File: src/rtl/fthru_pkg.sv
package fthru_pkg;
  localparam int unsigned FT_WIDTH_DEF = 4;
  localparam int unsigned FT_DEPTH_DEF = 16;

  // Outcome of one strobe handshake unit for the current cycle.
  typedef struct packed {
    logic fire;   // action taken at the coming edge
    logic held;   // action already taken during this strobe level
  } hs_t;
endpackage

File: src/rtl/ft_strobe_hs.sv
// Level strobe to single-action converter. An action fires once per high
// level of the strobe, at the first edge where the grant allows it. The
// "used" flop returns to zero only when the strobe is sampled low.
module ft_strobe_hs (
  input  logic clk,
  input  logic rst,
  input  logic level,
  input  logic grant,
  output logic fire,
  output logic held
);
  logic used_q;

  assign fire = level & ~used_q & grant;
  assign held = used_q;

  always_ff @(posedge clk) begin
    if (rst) begin
      used_q <= 1'b0;
    end else if (!level) begin
      used_q <= 1'b0;
    end else if (fire) begin
      used_q <= 1'b1;
    end
  end
endmodule

File: src/rtl/ft_chain.sv
// Line of single-word cells. Each cell carries an occupancy bit. A word
// moves forward when the cell ahead is empty, judged on the present state,
// so every word and every hole moves at most one cell per clock.
module ft_chain #(
  parameter int unsigned WIDTH = 4,
  parameter int unsigned DEPTH = 16
) (
  input  logic             clk,
  input  logic             rst,
  input  logic             load,
  input  logic [WIDTH-1:0] din,
  input  logic             consume,
  input  logic             head_lock,
  output logic [DEPTH-1:0] occ,
  output logic [WIDTH-1:0] tail_word
);
  localparam int unsigned LAST = DEPTH - 1;

  logic [DEPTH-2:0] move;
  logic [DEPTH-1:0] occ_nxt;
  logic [WIDTH-1:0] word_q [DEPTH];

  // Hand-off between neighbouring cells.
  for (genvar i = 0; i < DEPTH - 1; i++) begin : g_link
    if (i == 0) begin : g_head
      assign move[i] = occ[i] & ~occ[i+1] & ~head_lock;
    end else begin : g_body
      assign move[i] = occ[i] & ~occ[i+1];
    end
  end

  // Next occupancy for each cell.
  for (genvar i = 0; i < DEPTH; i++) begin : g_occ
    if (i == 0) begin : g_in
      assign occ_nxt[i] = (occ[i] & ~move[i]) | load;
    end else if (i == LAST) begin : g_out
      assign occ_nxt[i] = (occ[i] & ~consume) | move[i-1];
    end else begin : g_mid
      assign occ_nxt[i] = (occ[i] & ~move[i]) | move[i-1];
    end
  end

  always_ff @(posedge clk) begin
    if (rst) begin
      occ <= '0;
    end else begin
      occ <= occ_nxt;
    end
  end

  // Word storage has no reset, so the output cell keeps its word across reset.
  always_ff @(posedge clk) begin
    if (load) begin
      word_q[0] <= din;
    end
    for (int i = 1; i < DEPTH; i++) begin
      if (move[i-1]) begin
        word_q[i] <= word_q[i-1];
      end
    end
  end

  assign tail_word = word_q[LAST];
endmodule

File: src/rtl/fthru_fifo.sv
module fthru_fifo
  import fthru_pkg::*;
#(
  parameter int unsigned WIDTH = FT_WIDTH_DEF,
  parameter int unsigned DEPTH = FT_DEPTH_DEF
) (
  input  logic             clk,
  input  logic             rst,
  input  logic             wr_stb,
  input  logic             rd_stb,
  input  logic             oe_n,
  input  logic [WIDTH-1:0] wr_data,
  output logic             in_rdy,
  output logic             out_vld,
  output logic [WIDTH-1:0] rd_data,
  output logic             rd_drive
);
  localparam int unsigned LAST = DEPTH - 1;

  hs_t              wr_hs;
  hs_t              rd_hs;
  logic [DEPTH-1:0] occ;
  logic [WIDTH-1:0] tail_word;
  logic             head_free;
  logic             tail_full;

  assign head_free = ~occ[0];
  assign tail_full = occ[LAST];

  ft_strobe_hs u_wr (
    .clk   (clk),
    .rst   (rst),
    .level (wr_stb),
    .grant (head_free),
    .fire  (wr_hs.fire),
    .held  (wr_hs.held)
  );

  ft_strobe_hs u_rd (
    .clk   (clk),
    .rst   (rst),
    .level (rd_stb),
    .grant (tail_full),
    .fire  (rd_hs.fire),
    .held  (rd_hs.held)
  );

  ft_chain #(
    .WIDTH (WIDTH),
    .DEPTH (DEPTH)
  ) u_chain (
    .clk       (clk),
    .rst       (rst),
    .load      (wr_hs.fire),
    .din       (wr_data),
    .consume   (rd_hs.fire),
    .head_lock (wr_hs.held),
    .occ       (occ),
    .tail_word (tail_word)
  );

  // Flags are decoded from flops only; reset forces them while it is held.
  assign in_rdy   = rst | head_free;
  assign out_vld  = ~rst & tail_full & ~rd_hs.held;
  assign rd_data  = oe_n ? '0 : tail_word;
  assign rd_drive = ~oe_n;
endmodule

File: config.mk
export PLATFORM = sky130hd
export DESIGN_NAME = fthru_fifo
export DESIGN_NICKNAME = d
export VERILOG_FILES = /design/src/rtl/fthru_pkg.sv /design/src/rtl/ft_strobe_hs.sv /design/src/rtl/ft_chain.sv /design/src/rtl/fthru_fifo.sv
export SDC_FILE = /design/constraint.sdc
export NUM_CORES = 1
export LEC_CHECK = 0
export ABC_AREA = 1
export BUFFER_PORTS_ARGS = -buffer_cell sky130_fd_sc_hd__buf_4
export CORE_MARGIN = 2
export CORE_UTILIZATION = 55
export CTS_CLUSTER_DIAMETER = 100
export DETAILED_ROUTE_END_ITERATION = 8
export PLACE_DENSITY = 0.81
export SETUP_SLACK_MARGIN = 0.3
export SLEW_MARGIN = 20
export SYNTH_ARGS = -nofsm -noshare
export SYNTH_HDL_FRONTEND = slang
export SYNTH_HIERARCHICAL = 1
export SYNTH_SLANG_ARGS = --single-unit
export TNS_END_PERCENT = 30
File: constraint.sdc
create_clock -name clk -period 1.4 [get_ports clk]
set_clock_uncertainty 0.05 [all_clocks]
set_input_delay 0.28 -clock clk [delete_from_list [all_inputs] [get_ports clk]]
set_output_delay 0.28 -clock clk [all_outputs]
set_load 0.02 [all_outputs]
==> results of run 1 <==
## cell usage after synthesis
library cell / number / area (um^2)
dfxtp_1: 18 / 360
nor2_1: 37 / 139
buf_4: 4 / 30.0
nor2_2: 1 / 6.26
buf_6: 1 / 11.3
inv_2: 3 / 11.3
nor2_4: 1 / 11.3
a21oi_2: 1 / 8.76
nand2_2: 1 / 6.26
edfxtp_1: 64 / 1920
a21oi_1: 2 / 10.0
o21ai_1: 12 / 60.1
o21ai_0: 3 / 15.0
inv_1: 25 / 93.8
nand2_1: 7 / 26.3
## registers in the layout, indices dropped and copies added (netlist names)
signal and cells:
u_rd/held 1, u_wr/held 1, u_chain/occ 16, u_chain/word_q 64
## where the power goes
part | switching (mW) | internal (mW) | leakage, nW
sequential | 0.0726 | 2.79 | 0.729
combinational | 0.152 | 0.0808 | 0.308
clock | 0.716 | 0.921 | 0.101
total | 0.940 | 3.79 | 1.14
## kinds of logic (layout without fill, tap and decap cells)
kind of cell    Yosys count  after routing  synth area share [%]
flops                    82             82                  84.2
compound gates           18             18                  3.46
simple gates             47             47                  6.97
buf+inv                  33             61                  5.40
## stage by stage
step | setup slack (ns) | cells | hold WS, ns | utilization, %
2_1_floorplan | 0.366 | 180 | 0.292 | -
3_3_place_gp | 0.291 | 257 | 0.352 | 60.7
3_5_place_dp | 0.254 | 257 | 0.355 | 60.7
4_1_cts | 0.0978 | 275 | 0.0502 | 65.6
5_1_grt | 0.0549 | 275 | 0.0376 | 66.3
6_report | 0.123 | 275 | 0.0670 | 66.3
## critical path, delay by kind of cell (launching register included)
family | cells | cell delay [ns]
DFF | 1 | 0.33
buffers and inverters | 2 | 0.20
and+or+nand+nor | 1 | 0.09
## final cells by class
type | instances | area (um^2) | area share [%]
tap | 67 | 83.8 | 2.68
timing repair buffer | 17 | 135 | 4.31
clock buffer | 14 | 163 | 5.19
inverter | 28 | 105 | 3.36
sequential | 82 | 2290 | 73.0
clock inverter | 2 | 35.0 | 1.12
multi-input combinational | 65 | 323 | 10.3
## per-layer routing
layer,part of all wire (%),global-route usage (%)
met4,2.0,6.55
met2,49,23.2
met5,0,0
met3,6.4,8.27
met1,43,16.2
## worst max-delay path by stage
stage | startpoint | to | depth (start not counted)
2_1_floorplan | u_chain/occ[0]$_SDFF_PP0_ | u_chain/word_q[0][0]$_DFFE_PP_ | 3
3_3_place_gp | u_chain/occ[0]$_SDFF_PP0_ | u_chain/word_q[0][4]$_DFFE_PP_ | 2
3_5_place_dp | u_chain/occ[3]$_SDFF_PP0_ | u_chain/word_q[0][18]$_DFFE_PP_ | 2
4_1_cts | u_chain/word_q[1][30]$_DFFE_PP_ | rd_data[2] | 3
5_1_grt | u_chain/word_q[1][31]$_DFFE_PP_ | rd_data[3] | 3
6_report | u_chain/word_q[1][30]$_DFFE_PP_ | rd_data[2] | 3
## what timing repair did
action / 4_1_cts / 5_1_grt
hold endpoints to repair: 0 / 0
endpoints found under the setup margin: 62 / 67
gates resized for setup: 8 / 9
setup buffers: 2 / 0
cloned: 0 / 0
pin swaps: 3 / 1
==> key figures, run 1 <==
Setup path
  – WP data required: 1.07 ns
  – CP arrival: 0.95 ns
  – Max Fanout on Critical Path: 1
  – Worst r2r path cells: 2
  – Crit-path cells: inv_1 > nor2_1 > buf_4
  – Reg-to-Reg End: u_chain/word_q[1][8]$_DFFE_PP_
  – Largest stage delay, worst path: 0.33 ns
  – R2R Setup Slk: 0.20 ns
  – Slowest CP cell: edfxtp_1
  – Critical path type: flip-flop to output port
  – CP endpoint kind: output port
  – R2R Path Start: u_chain/occ[9]$_SDFF_PP0_
  – Startpoint Class: flip-flop

Cells and area
  – Diode count: 0
  – Most frequent cells in the layout: 64 x edfxtp_1, 30 x nor2_1, 25 x inv_1, 16 x dfxtp_1, 15 x buf_4
  – Fillers: 327
  – Final net count: 212
  – Cell area after layout: 3130 um^2
  – Layout cells sized above 1: 22.6%
  – Synth-to-Final Area Change: 15.5%
  – Most common cell after layout, fill and taps aside: edfxtp_1

CTS
  – Inserted Clock Buffers: 9
  – Hold buffers post-CTS: 0
  – Htree depth: 3
  – TritonCTS clock tree: yes
  – Clk sink count: 82
  – Clock-pin slew on the worst setup and hold paths: 0.07 ns
  – CTS root buf: clkbuf_8
  – Insertion delay to the later sink of the worst-skew pair: 0.34 ns
  – Max clock buf depth: 2

Drt
  – DRC: 0
  – Vias: 1260
  – Final wirelength: 3380 um
  – DR iter-0 viols: 70
  – DRT antenna net count: 0
  – Wire per inst: 12.3 um
  – Vias per Instance: 4.58
  – Number of iterations in the first detailed-routing pass: 4

Place
  – IO Port Bufs: 15
  – Placed Instance Area: 2870 um^2
  – Detailed placement HPWL: 2170 um
  – Gp weighted congestion: 0.745

Timing
  – Setup TNS: 0 ns
  – Fin crit period: 1.28 ns
  – Final Hold Vio Count: 0
  – Fin crit share: 91.2%
  – Relative slew slack: 71.7%
  – Worst-margin pin slew: 0.423 ns
  – Final slew viol count: 0
  – RSZ-0062 raised after global routing: true
  – Final setup viols: 0
  – Max Fclk: 0.783 GHz

Die
  – # rows: 25
  – Die Ht: 74.2 um
  – CORE AREA: 4720 um^2
  – Die width: 74.2 um
  – Top Ports: 16
  – Initial Utilization: 57.4%
  – Area of the die: 5510 um^2

Outcome
  – Status: finished clean

Power
  – Leak pwr: 1.14 nW
  – Total power: 4.73 mW
  – Power Dens Cells: 1510 nW/um^2
  – Worst vdd ir: 0.000920 V

Logic synthesis
  – Gate Count Post-Synth: 180
  – Synth unique cells: 15
  – Syn avg cell area: 15.1 um^2
  – Synth Register Bits: 82
  – Synth Warn #: 6
  – Sequential area share after synthesis: 84.2%
  – Syn_nets: 189
  – Post-Syn Area: 2710 um^2

Flow run
  – Max Cap Violations: 0

GRT
  – Number of antenna violations at the first check in global routing: 0
  – Tot GR Track Use: 14.6%
  – Vias in the first global route: 1212
  – Global-route wire length before repair: 5450 um
  – Total grt overflow: 0
  – Pin count of the biggest net entering global routing: 15

Hold path
  – Hold_sp: wr_data[1]
  – Hold Crit Depth: 1
  – Hold path endpoint: u_chain/word_q[0][1]$_DFFE_PP_
  – Hold crit path type: input port to flip-flop
No activity file was read; power rests on OpenSTA's default activity.
==> run 2: changes to the inputs <==
--- a/config.mk
+++ b/config.mk
@@ -9,13 +9,13 @@
 export BUFFER_PORTS_ARGS = -buffer_cell sky130_fd_sc_hd__buf_4
 export CORE_MARGIN = 2
 export CORE_UTILIZATION = 55
+export CTS_BUF_LIST = sky130_fd_sc_hd__clkbuf_4 sky130_fd_sc_hd__clkbuf_8
 export CTS_CLUSTER_DIAMETER = 100
 export DETAILED_ROUTE_END_ITERATION = 8
 export PLACE_DENSITY = 0.81
 export SETUP_SLACK_MARGIN = 0.3
-export SLEW_MARGIN = 20
+export SLEW_MARGIN = 15
 export SYNTH_ARGS = -nofsm -noshare
 export SYNTH_HDL_FRONTEND = slang
-export SYNTH_HIERARCHICAL = 1
 export SYNTH_SLANG_ARGS = --single-unit
 export TNS_END_PERCENT = 30
==> key figures, run 2 <==
Drt
  – DR iter-0 viols: 65
  – Vias per Instance: 4.98
  – Routed wl met3: 201 um
  – Vias: 1260
  – DRC: 0
  – Final wirelength: 3700 um
  – Wire per inst: 14.6 um
  – DRT antenna net count: 0
  – Post-Route M1 WL: 1530 um
  – Routed met2 length: 1910 um
  – Highest metal used: met4
  – Number of iterations in the first detailed-routing pass: 4

Setup path
  – CP arrival: 1.01 ns
  – Reg-to-Reg End: u_chain.word_q[0][11]$_DFFE_PP_
  – Origin of the worst setup path: u_rd.held$_SDFFE_PP0P_
  – WP data required: 1.07 ns
  – Startpoint Class: flip-flop
  – CP endpoint kind: output port
  – Critical path type: flip-flop to output port
  – R2R Path Start: u_chain.occ[1]$_SDFF_PP0_
  – Max Fanout on Critical Path: 2
  – Worst Setup EP: out_vld
  – Worst r2r path cells: 2
  – R2R Setup Slk: 0.19 ns

Timing
  – Fin crit period: 1.34 ns
  – Relative slew slack: 72.3%
  – Final Hold Vio Count: 0
  – Setup TNS: 0 ns
  – Fin crit share: 95.5%
  – RSZ-0062 raised after global routing: true
  – Final slew viol count: 0
  – Final setup viols: 0
  – Max Fclk: 0.748 GHz
  – Worst-margin pin slew: 0.413 ns

Logic synthesis
  – Syn_nets: 176
  – Synth Warn #: 0
  – Synth unique cells: 14
  – Ys async rst share: 0%
  – Synth top cells by count: 64 x edfxtp_1, 32 x nor2_1, 23 x inv_1, 18 x dfxtp_1
  – Count leader, synth: edfxtp_1
  – Largest cells by area after synthesis: edfxtp_1 73%, dfxtp_1 14%, nor2_1 4.5%
  – Syn avg cell area: 15.8 um^2
  – Leading area contributor after synthesis: edfxtp_1
  – Commonest register cell after synthesis: edfxtp_1
  – Synth Register Bits: 82
  – Post-Syn Area: 2650 um^2
  – Gate Count Post-Synth: 167
  – Post-synth EDFFs: 64
  – Post-synth top area share: 72.7%
  – Sequential area share after synthesis: 86.3%

Die
  – Top Ports: 16
  – CORE AREA: 4690 um^2
  – Die Ht: 73.4 um
  – Die width: 73.4 um
  – Area of the die: 5380 um^2
  – Initial Utilization: 56.4%
  – # rows: 25

Power
  – Worst vdd ir: 0.00137 V
  – Clock power frac: 37.2%
  – Register share of total power: 58.4%
  – Int Power: 3.86 mW
  – Power Dens Cells: 1580 nW/um^2
  – Switching part of the total power: 21.1%
  – NetSw: 1.03 mW
  – Leak pwr: 1.14 nW
  – Comb power frac: 4.4%

Cells and area
  – Diode count: 0
  – Final net count: 203
  – Max FFs per register: 64
  – Largest registers: u_chain.word_q x64, u_chain.occ x16
  – Layout cells sized above 1: 25.1%
  – Most common cell after layout, fill and taps aside: edfxtp_1
  – Most frequent cells in the layout: 64 x edfxtp_1, 25 x nor2_1, 22 x inv_1, 15 x buf_4, 15 x dfxtp_1
  – Synth-to-Final Area Change: 16.9%
  – Cell area after layout: 3090 um^2
  – Biggest register: u_chain.word_q

GRT
  – Vias in the first global route: 1208
  – Pin count of the biggest net entering global routing: 15
  – Global-route wire length before repair: 5580 um
  – Number of antenna violations at the first check in global routing: 0
  – Total grt overflow: 0
  – Tot GR Track Use: 15.6%

CTS
  – Htree depth: 3
  – Clock-pin slew on the worst setup and hold paths: 0.08 ns
  – Insertion delay to the later sink of the worst-skew pair: 0.35 ns
  – Clk sink count: 82
  – CTS root buf: clkbuf_8
  – Max clock buf depth: 2
  – Inserted Clock Buffers: 9
  – Hold buffers post-CTS: 0
  – TritonCTS clock tree: yes

Outcome
  – Status: finished clean

Hold path
  – Hold crit path type: input port to flip-flop
  – Hold_sp: wr_data[2]

Place
  – Gp weighted congestion: 0.706
  – IO Port Bufs: 15
  – Detailed placement HPWL: 2480 um
  – Placed Instance Area: 2830 um^2

Flow run
  – Max Cap Violations: 0
## run 2: layout make-up
| type | instances | area [um^2] |
|---|---|---|
| Multi-Input combinational cell | 60 | 297 |
| Sequential cell | 82 | 2290 |
| Clock buffer | 9 | 124 |
| Tap cell | 54 | 67.6 |
| Fill cell | 326 | 1600 |
| Inverter | 24 | 90.1 |
| Timing Repair Buffer | 17 | 135 |
| Clock inverter | 7 | 92.6 |
## run 2: kinds of logic after synthesis
logic type | Yosys count | synth area share [%]
AOI/OAI and AO/OA | 19 | 3.88
buffers and inverters | 25 | 3.83
DFF | 82 | 86.3
and+or+nand+nor | 41 | 6.01
## run 2: what timing repair did
action	CTS	global route
buffers inserted	1	0
resized for setup	10	6
endpoints found under the setup margin	50	57
## run 2: how the worst min path moves through the flow
| stage | endpoint | slack [ns] | cells after the start |
|---|---|---|---|
| 6_report | u_chain.word_q[0][2]$_DFFE_PP_ | 0.05 | 1 |
| 5_1_grt | u_chain.word_q[0][0]$_DFFE_PP_ | 0.02 | 1 |
| 4_1_cts | u_chain.word_q[0][2]$_DFFE_PP_ | 0.03 | 1 |
| 3_5_place_dp | u_chain.word_q[0][24]$_DFFE_PP_ | 0.35 | 0 |
| 3_3_place_gp | u_chain.word_q[0][5]$_DFFE_PP_ | 0.35 | 0 |
| 2_1_floorplan | u_chain.occ[0]$_SDFF_PP0_ | 0.30 | 1 |
## run 2: metal layers
layer  up-vias  track usage (%)
li1        625                -
met1       598             16.6
met2        29             25.3
met3         8             8.64
met4         0             7.27
met5         -                0
## run 2: power by group through the flow
stage	registers [mW]	logic [mW]	clock network, mW
3_3_place_gp	2.90	0.187	0
2_1_floorplan	2.88	0.135	0
4_1_cts	2.85	0.212	1.87
6_report	2.86	0.214	1.82
3_5_place_dp	2.90	0.202	0
5_1_grt	2.87	0.241	1.97
## run 2: through the flow
stage                     setup slack [ns]  cells  power [mW]  hold slack [ns]  utilization (%)
after global routing               0.00632    253        5.08           0.0228             65.9
after global placement               0.304    236        3.09            0.351             60.2
after floorplan                      0.377    167        3.01            0.299                -
after detailed placement             0.220    236        3.11            0.355             60.2
after CTS                           0.0377    253        4.93           0.0300             65.5
final                               0.0633    253        4.89           0.0531             65.9
## run 2: worst max-delay path, stage by stage (launching register included)
cell and delay, ns:
dfxtp_2 0.33, nor3_2 0.17, buf_4 0.16
